--- src/rtl/cm_sysctrl_pkg.sv ---
package cm_sysctrl_pkg;
  localparam int IDX_W = 7;
  typedef logic [IDX_W-1:0] idx_t;

  localparam idx_t I_ID       = 7'd0;
  localparam idx_t I_PROC     = 7'd1;
  localparam idx_t I_OSC      = 7'd2;
  localparam idx_t I_CTRL     = 7'd3;
  localparam idx_t I_STAT     = 7'd4;
  localparam idx_t I_LOCK     = 7'd5;
  localparam idx_t I_AUXOSC   = 7'd7;
  localparam idx_t I_SDRAM    = 7'd8;
  localparam idx_t I_INIT     = 7'd9;
  localparam idx_t I_REFCNT   = 7'd10;
  localparam idx_t I_FLAG_SET = 7'd12;
  localparam idx_t I_FLAG_CLR = 7'd13;
  localparam idx_t I_NVF_SET  = 7'd14;
  localparam idx_t I_NVF_CLR  = 7'd15;
  localparam idx_t I_IRQ_STAT = 7'd16;
  localparam idx_t I_IRQ_RAW  = 7'd17;
  localparam idx_t I_IRQ_ENS  = 7'd18;
  localparam idx_t I_IRQ_ENC  = 7'd19;
  localparam idx_t I_SW_SET   = 7'd20;
  localparam idx_t I_SW_CLR   = 7'd21;
  localparam idx_t I_FIQ_STAT = 7'd24;
  localparam idx_t I_FIQ_RAW  = 7'd25;
  localparam idx_t I_FIQ_ENS  = 7'd26;
  localparam idx_t I_FIQ_ENC  = 7'd27;
  localparam idx_t I_VOLT_LO  = 7'd32;
  localparam idx_t I_VOLT_HI  = 7'd35;
  localparam idx_t I_WIN_LO   = 7'd64;

  localparam logic [31:0] ID_WORD    = 32'h411A_3001;
  localparam logic [31:0] STAT_WORD  = 32'h0010_0000;
  localparam logic [31:0] OSC_RST    = 32'h0100_0048;
  localparam logic [31:0] AUX_RST    = 32'h0007_FEFF;
  localparam logic [31:0] INIT_RST   = 32'h0000_0112;
  localparam logic [31:0] SDRAM_BASE = 32'h0001_1122;
  localparam logic [15:0] UNLOCK_KEY = 16'hA05F;
  localparam logic [31:0] LOCK_OPEN_RD = 32'h0001_A05F;

  localparam int LANE_IRQ = 0;
  localparam int LANE_FIQ = 1;
  localparam int LANES    = 2;

  function automatic logic [31:0] size_code(int mb);
    if (mb >= 256)     return 32'h10;
    else if (mb >= 128) return 32'h0C;
    else if (mb >= 64)  return 32'h08;
    else if (mb >= 32)  return 32'h04;
    else               return 32'h00;
  endfunction
endpackage

--- src/rtl/cm_refcnt.sv ---
module cm_refcnt #(
  parameter int W = 32
) (
  input  logic         clk_i,
  input  logic         rst_ni,
  input  logic         tick_i,
  output logic [W-1:0] cnt_o
);
  always_ff @(posedge clk_i or negedge rst_ni) begin
    if (!rst_ni)     cnt_o <= '0;
    else if (tick_i) cnt_o <= cnt_o + 1'b1;
  end
endmodule

--- src/rtl/cm_irq_mask.sv ---
module cm_irq_mask #(
  parameter int W     = 32,
  parameter int LANES = 2
) (
  input  logic                      clk_i,
  input  logic                      rst_ni,
  input  logic [LANES-1:0]          set_i,
  input  logic [LANES-1:0]          clr_i,
  input  logic [W-1:0]              wdata_i,
  input  logic [W-1:0]              raw_i,
  output logic [LANES-1:0][W-1:0]   en_o,
  output logic [LANES-1:0]          req_o
);
  for (genvar g = 0; g < LANES; g++) begin : g_lane
    logic [W-1:0] en_q;
    logic         req_q;

    always_ff @(posedge clk_i or negedge rst_ni) begin
      if (!rst_ni) begin
        en_q  <= '0;
        req_q <= 1'b0;
      end else begin
        if (set_i[g])      en_q <= en_q | wdata_i;
        else if (clr_i[g]) en_q <= en_q & ~wdata_i;
        req_q <= |(raw_i & en_q);
      end
    end

    assign en_o[g]  = en_q;
    assign req_o[g] = req_q;
  end
endmodule

--- src/rtl/cm_desc_rom.sv ---
module cm_desc_rom #(
  parameter int                     IDX_W   = 7,
  parameter int                     LIMIT   = 96,
  parameter int                     STR_POS = 73,
  parameter int                     STR_LEN = 11,
  parameter logic [8*STR_LEN-1:0]   STR     = "MODULE-DRAM"
) (
  input  logic [IDX_W-1:0] idx_i,
  output logic [7:0]       byte_o
);
  int unsigned pos;

  always_comb begin
    pos    = int'(idx_i);
    byte_o = 8'h00;
    if (pos < LIMIT && pos >= STR_POS && pos < STR_POS + STR_LEN)
      byte_o = STR[8*(STR_LEN-1-(pos-STR_POS)) +: 8];
  end
endmodule

--- src/rtl/cm_sysctrl.sv ---
module cm_sysctrl
  import cm_sysctrl_pkg::*;
#(
  parameter int MEM_MB = 128
) (
  input  logic             clk_i,
  input  logic             rst_ni,
  input  logic [IDX_W-1:0] word_addr_i,
  input  logic             rd_en_i,
  input  logic             wr_en_i,
  input  logic [31:0]      wdata_i,
  input  logic             ref_tick_i,
  output logic [31:0]      rdata_o,
  output logic             err_o,
  output logic             irq_o,
  output logic             fiq_o,
  output logic             flash_at_zero_o,
  output logic             rst_req_o
);
  localparam logic [31:0] SDRAM_RST = SDRAM_BASE | size_code(MEM_MB);
  localparam int          WIN_END   = 96;

  logic [31:0] osc_q, aux_q, sdram_q, init_q, flag_q, nvf_q;
  logic [15:0] lock_q;
  logic        led_q, remap_q, sw_lvl_q;
  logic [31:0] refcnt, raw;
  logic [LANES-1:0][31:0] en_q;
  logic [LANES-1:0]       req;
  logic [LANES-1:0]       en_set, en_clr;
  logic [7:0]  rom_byte;
  logic        unlocked;
  logic        rd_ok, wr_ok;
  logic [31:0] rd_val;

  idx_t a;
  assign a        = word_addr_i;
  assign unlocked = (lock_q == UNLOCK_KEY);
  assign raw      = {31'b0, sw_lvl_q};

  cm_refcnt #(.W(32)) i_refcnt (
    .clk_i (clk_i),
    .rst_ni(rst_ni),
    .tick_i(ref_tick_i),
    .cnt_o (refcnt)
  );

  assign en_set[LANE_IRQ] = wr_en_i && a == I_IRQ_ENS;
  assign en_clr[LANE_IRQ] = wr_en_i && a == I_IRQ_ENC;
  assign en_set[LANE_FIQ] = wr_en_i && a == I_FIQ_ENS;
  assign en_clr[LANE_FIQ] = wr_en_i && a == I_FIQ_ENC;

  cm_irq_mask #(.W(32), .LANES(LANES)) i_irq_mask (
    .clk_i  (clk_i),
    .rst_ni (rst_ni),
    .set_i  (en_set),
    .clr_i  (en_clr),
    .wdata_i(wdata_i),
    .raw_i  (raw),
    .en_o   (en_q),
    .req_o  (req)
  );

  assign irq_o = req[LANE_IRQ];
  assign fiq_o = req[LANE_FIQ];

  cm_desc_rom #(.IDX_W(IDX_W), .LIMIT(WIN_END)) i_desc_rom (
    .idx_i (a),
    .byte_o(rom_byte)
  );

  // read decode
  always_comb begin
    rd_ok  = 1'b1;
    rd_val = '0;
    if (a >= I_WIN_LO) begin
      rd_val = {24'b0, rom_byte};
    end else begin
      case (a) inside
        I_ID:               rd_val = ID_WORD;
        I_PROC:             rd_val = '0;
        I_OSC:              rd_val = osc_q;
        I_CTRL:             rd_val = {29'b0, remap_q, 1'b0, led_q};
        I_STAT:             rd_val = STAT_WORD;
        I_LOCK:             rd_val = unlocked ? LOCK_OPEN_RD : {16'b0, lock_q};
        I_AUXOSC:           rd_val = aux_q;
        I_SDRAM:            rd_val = sdram_q;
        I_INIT:             rd_val = init_q;
        I_REFCNT:           rd_val = refcnt;
        I_FLAG_SET:         rd_val = flag_q;
        I_NVF_SET:          rd_val = nvf_q;
        I_IRQ_STAT:         rd_val = raw & en_q[LANE_IRQ];
        I_IRQ_RAW:          rd_val = raw;
        I_IRQ_ENS:          rd_val = en_q[LANE_IRQ];
        I_SW_SET:           rd_val = {31'b0, raw[0]};
        I_FIQ_STAT:         rd_val = raw & en_q[LANE_FIQ];
        I_FIQ_RAW:          rd_val = raw;
        I_FIQ_ENS:          rd_val = en_q[LANE_FIQ];
        [I_VOLT_LO:I_VOLT_HI]: rd_val = '0;
        default:            rd_ok  = 1'b0;
      endcase
    end
  end

  // write decode
  always_comb begin
    case (a) inside
      I_OSC, I_CTRL, I_LOCK, I_AUXOSC, I_SDRAM, I_INIT,
      I_FLAG_SET, I_FLAG_CLR, I_NVF_SET, I_NVF_CLR,
      I_IRQ_ENS, I_IRQ_ENC, I_SW_SET, I_SW_CLR,
      I_FIQ_ENS, I_FIQ_ENC, [I_VOLT_LO:I_VOLT_HI]: wr_ok = 1'b1;
      default:                                     wr_ok = 1'b0;
    endcase
  end

  always_ff @(posedge clk_i or negedge rst_ni) begin
    if (!rst_ni) begin
      osc_q    <= OSC_RST;
      aux_q    <= AUX_RST;
      sdram_q  <= SDRAM_RST;
      init_q   <= INIT_RST;
      flag_q   <= '0;
      nvf_q    <= '0;
      lock_q   <= '0;
      led_q    <= 1'b0;
      remap_q  <= 1'b0;
      sw_lvl_q <= 1'b0;
    end else if (wr_en_i) begin
      case (a)
        I_OSC:      if (unlocked) osc_q <= wdata_i;
        I_AUXOSC:   if (unlocked) aux_q <= wdata_i;
        I_CTRL: begin
          led_q   <= wdata_i[0];
          remap_q <= wdata_i[2];
        end
        I_LOCK:     lock_q  <= wdata_i[15:0];
        I_SDRAM:    sdram_q <= wdata_i;
        I_INIT:     init_q  <= wdata_i;
        I_FLAG_SET: flag_q  <= flag_q | wdata_i;
        I_FLAG_CLR: flag_q  <= flag_q & ~wdata_i;
        I_NVF_SET:  nvf_q   <= nvf_q | wdata_i;
        I_NVF_CLR:  nvf_q   <= nvf_q & ~wdata_i;
        I_SW_SET:   if (wdata_i[0]) sw_lvl_q <= 1'b1;
        I_SW_CLR:   if (wdata_i[0]) sw_lvl_q <= 1'b0;
        default: ;
      endcase
    end
  end

  always_ff @(posedge clk_i or negedge rst_ni) begin
    if (!rst_ni) begin
      rdata_o   <= '0;
      err_o     <= 1'b0;
      rst_req_o <= 1'b0;
    end else begin
      rdata_o   <= rd_en_i ? rd_val : '0;
      err_o     <= (rd_en_i && !rd_ok) || (wr_en_i && !wr_ok);
      rst_req_o <= wr_en_i && a == I_CTRL && wdata_i[3];
    end
  end

  assign flash_at_zero_o = !remap_q;
endmodule

--- config.mk ---
export PLATFORM = sky130hd
export DESIGN_NAME = cm_sysctrl
export DESIGN_NICKNAME = d
export VERILOG_FILES = /design/src/rtl/cm_sysctrl_pkg.sv /design/src/rtl/cm_refcnt.sv /design/src/rtl/cm_irq_mask.sv /design/src/rtl/cm_desc_rom.sv /design/src/rtl/cm_sysctrl.sv
export SDC_FILE = /design/constraint.sdc
export NUM_CORES = 1
export LEC_CHECK = 0
export BUFFER_PORTS_ARGS = -buffer_cell sky130_fd_sc_hd__buf_2
export CORE_ASPECT_RATIO = 1.75
export CORE_MARGIN = 1.5
export CORE_UTILIZATION = 55
export DETAILED_ROUTE_END_ITERATION = 16
export MAX_ROUTING_LAYER = met4
export PLACE_DENSITY = 0.73
export SLEW_MARGIN = 20
export SYNTH_ARGS = -nofsm -noshare
export SYNTH_HDL_FRONTEND = slang
export SYNTH_SLANG_ARGS = --single-unit
--- constraint.sdc ---
create_clock -name clk_i -period 7.15 [get_ports clk_i]
set_clock_uncertainty 0.15 [all_clocks]
set_input_delay 0.715 -clock clk_i [delete_from_list [all_inputs] [get_ports clk_i]]
set_output_delay 0.715 -clock clk_i [all_outputs]
set_load 0.01 [all_outputs]
==> results.yml <==
status:
  status: "finished, final reports clean"
min_path:
  hp-start: "ref_tick_i"
  holdPathEnd: "i_refcnt.cnt_o[0]"
  hp-class: "in2reg"
  worstHoldPathCells: 2
cells_and_area:
  area_delta_synth_final_pct: 9.717
  layout-drive-gt1-share_pct: 25.84
  fin_util_pct: 61.52
  fin_nets: 1603
  fill_cells: 2466
place:
  portBuffers: 80
  dp_hpwl_um: 36670
  finalWeightedCongestion: 1.034
logic_synthesis:
  synth_warnings: 0
  ys_types: 84
  syn_area_um2: 16850
  synth.area.top_cells: "dfrtp_1 (46%), mux2_2 (11%), dfstp_2 (4.8%)"
  syn-num-nets: 1598
  avgSynthCellArea_um2: 10.91
  dominantRegCellSynth: "dfrtp_1"
  synth.most_common_cell: "dfrtp_1"
  ys_seq_area_share_pct: 51.15
  synth-edff-count: 0
  async_flop_share_pct: 100.0
  yosysTopAreaCellShare_pct: 46.32
  syn_inst: 1545
  synth_top_area_cell: "dfrtp_1"
  synthTopCellsByCount: "dfrtp_1 (312), mux2_2 (158), nand2_1 (142)"
  synth_seq_cells: 343
clocking:
  cts_buffer_depth: 3
  htreeDepth: 1
  clock-root-buffer: "clkbuf_16"
  cts_hold_buffers: 1
  cts_tree: "done"
  clk_pin_slew_worst_paths_ps: 60
  cts_resized: 0
  post_cts_buffers: 0
  numCtsBuffers: 31
  clkLatencyLatePin_ps: 600
  cts_sinks: 343
worst_setup_path:
  path_delay_family: "simple AND/OR/NAND/NOR gates"
  path_cells: "buf_2 -> inv_1 -> ha_1 -> nor4b_4 -> and2_1 -> nand2_1 -> buf_4 -> mux2_2"
  critPathArrivalTime_ps: 4750
  crit_path_top_delay_cell: "and2_1"
  start_kind: "input pin"
  max_stage_delay_ps: 940
  r2r-end: "aux_q[30]"
  required_ps: 7470
  crit_type: "in2reg"
  cp.depth: 8
  ff2ff_setup_slack_ps: 4150
  cp_max_fo: 22
  rr_startpoint: "lock_q[8]"
  cp-end-kind: "flip-flop"
  r2r_cells: 6
  critPathBufInv: 3
sta:
  max_clock_freq_mhz: 225.7
  timing.final.crit_share_pct: 61.97
  fin_setup_tns_ps: 0
  slew_viol_final: 0
  finalHoldViolCount: 0
  rsz0062_at_grt: "false"
  worstMarginPinSlew_ps: 1112
  setup_viol: 0
  max_slew_margin_pct: 25.86
  finalCriticalPeriod_ps: 4431
floorplanning:
  die_width_um: 135.3
  die-area_um2: 31750
  fp-row-count: 84
  core-area_um2: 30060
  initial_core_util_pct: 56.07
  die_y_um: 234.6
  io_pins: 81
detailed_routing:
  drtPass1Iterations: 5
  drtIter0Drc: 1449
  wire_per_inst_um: 27.60
  drtAntennaViolNets: 0
  routed_via_density: 6.827
  vias: 13408
  totalWireLength_um: 54200
  drc_errors: 0
grt:
  grt_pass1_wl_um: 81450
  grt_usage_pct: 35.73
  antenna_found_initial: 2
  grt_max_degree: 158
  grt_pass1_vias: 13440
  grt_overflow_total: 0
power:
  power_density_nw_per_um2: 233.5
  ir_worst_vdd_mv: 0.2313
  p_leak_nw: 8.351
flow_run:
  max_cap_viol_count: 0
[layout make-up]
class	count	area [um^2]	share of cell area, %
Clock inverter	15	187.7	1.015
Antenna cell	2	5.005	0.02706
Clock buffer	43	880.8	4.763
Sequential cell	343	8622	46.62
Multi-Input combinational cell	1046	7571	40.94
Timing Repair Buffer	113	685.7	3.708
Inverter	15	56.30	0.3045
Tap cell	387	484.2	2.618
[metrics by stage]
step	worst slack, ps	hold slack, ps	instance area [um^2]	power (mW)	instances
floorplan	4029	269.4	16850	2.421	1545
global placement	2318	322.9	17390	2.581	1902
detailed placement	2172	331.4	17390	2.597	1902
CTS	2811	216.7	18470	4.327	1961
global route	2599	227.0	18490	4.469	1964
finish	2719	234.4	18490	4.317	1964
[cell families after synthesis]
group | share of synthesized area (%)
AOI/OAI and AO/OA | 19.49
xor gates and xnor gates | 1.715
adders and majority gates | 0.6681
buffers and inverters | 4.157
DFF | 51.15
muxes | 12.07
and+or+nand+nor | 10.74
[power by group]
group	internal, mW	switching, mW	total (mW)
clock network	0.979	0.768	1.75
registers	2.08	0.108	2.18
logic	0.145	0.241	0.386
total	3.20	1.12	4.32
[placed cells by master, fill, tap and decap left out, drive strengths merged, types with 8 or more instances in the layout]
cell type / Yosys / routed
o22ai: 34 / 34
mux2: 178 / 178
nand3: 35 / 35
and3: 16 / 16
nor3: 20 / 20
a31oi: 69 / 69
a22oi: 49 / 49
ha: 9 / 9
clkbuf: 84 / 43
nand2: 142 / 142
a21oi: 119 / 119
buf: 57 / 112
o21ai: 51 / 51
xnor2: 23 / 23
o211ai: 20 / 20
a221oi: 26 / 26
a22o: 35 / 35
nor2: 63 / 63
a41oi: 10 / 10
dfrtp: 312 / 312
dfstp: 31 / 31
inv: 15 / 17
and2: 8 / 8
nand4: 11 / 11
xor2: 10 / 10
nor4: 10 / 10
[worst max path at each step]
stage | startpoint | slack, ps | endpoint
6_report | word_addr_i[2] | 2720 | init_q[27]
5_1_grt | word_addr_i[2] | 2600 | init_q[22]
4_1_cts | word_addr_i[2] | 2810 | init_q[11]
3_5_place_dp | word_addr_i[2] | 2170 | init_q[11]
3_3_place_gp | word_addr_i[2] | 2320 | init_q[22]
2_1_floorplan | word_addr_i[0] | 4030 | rdata_o[0]
[routing by layer]
layer	wire length, um	track usage [%]	share of wire [%]	vias up
met5	0	-	0	-
met4	4934	26.95	9.1	0
met3	3170	3.359	5.8	222
met2	27720	60.32	51	693
met1	18380	38.93	34	6725
li1	-	-	-	5768
[worst register-to-register path, cell delays in order (launching register included)]
cell	delay, ps
dfrtp_1	400
or4b_1	550
nor4_2	500
and2_1	220
nand2_1	260
buf_4	400
mux2_1	380
Power figures use the tool's default switching activity.
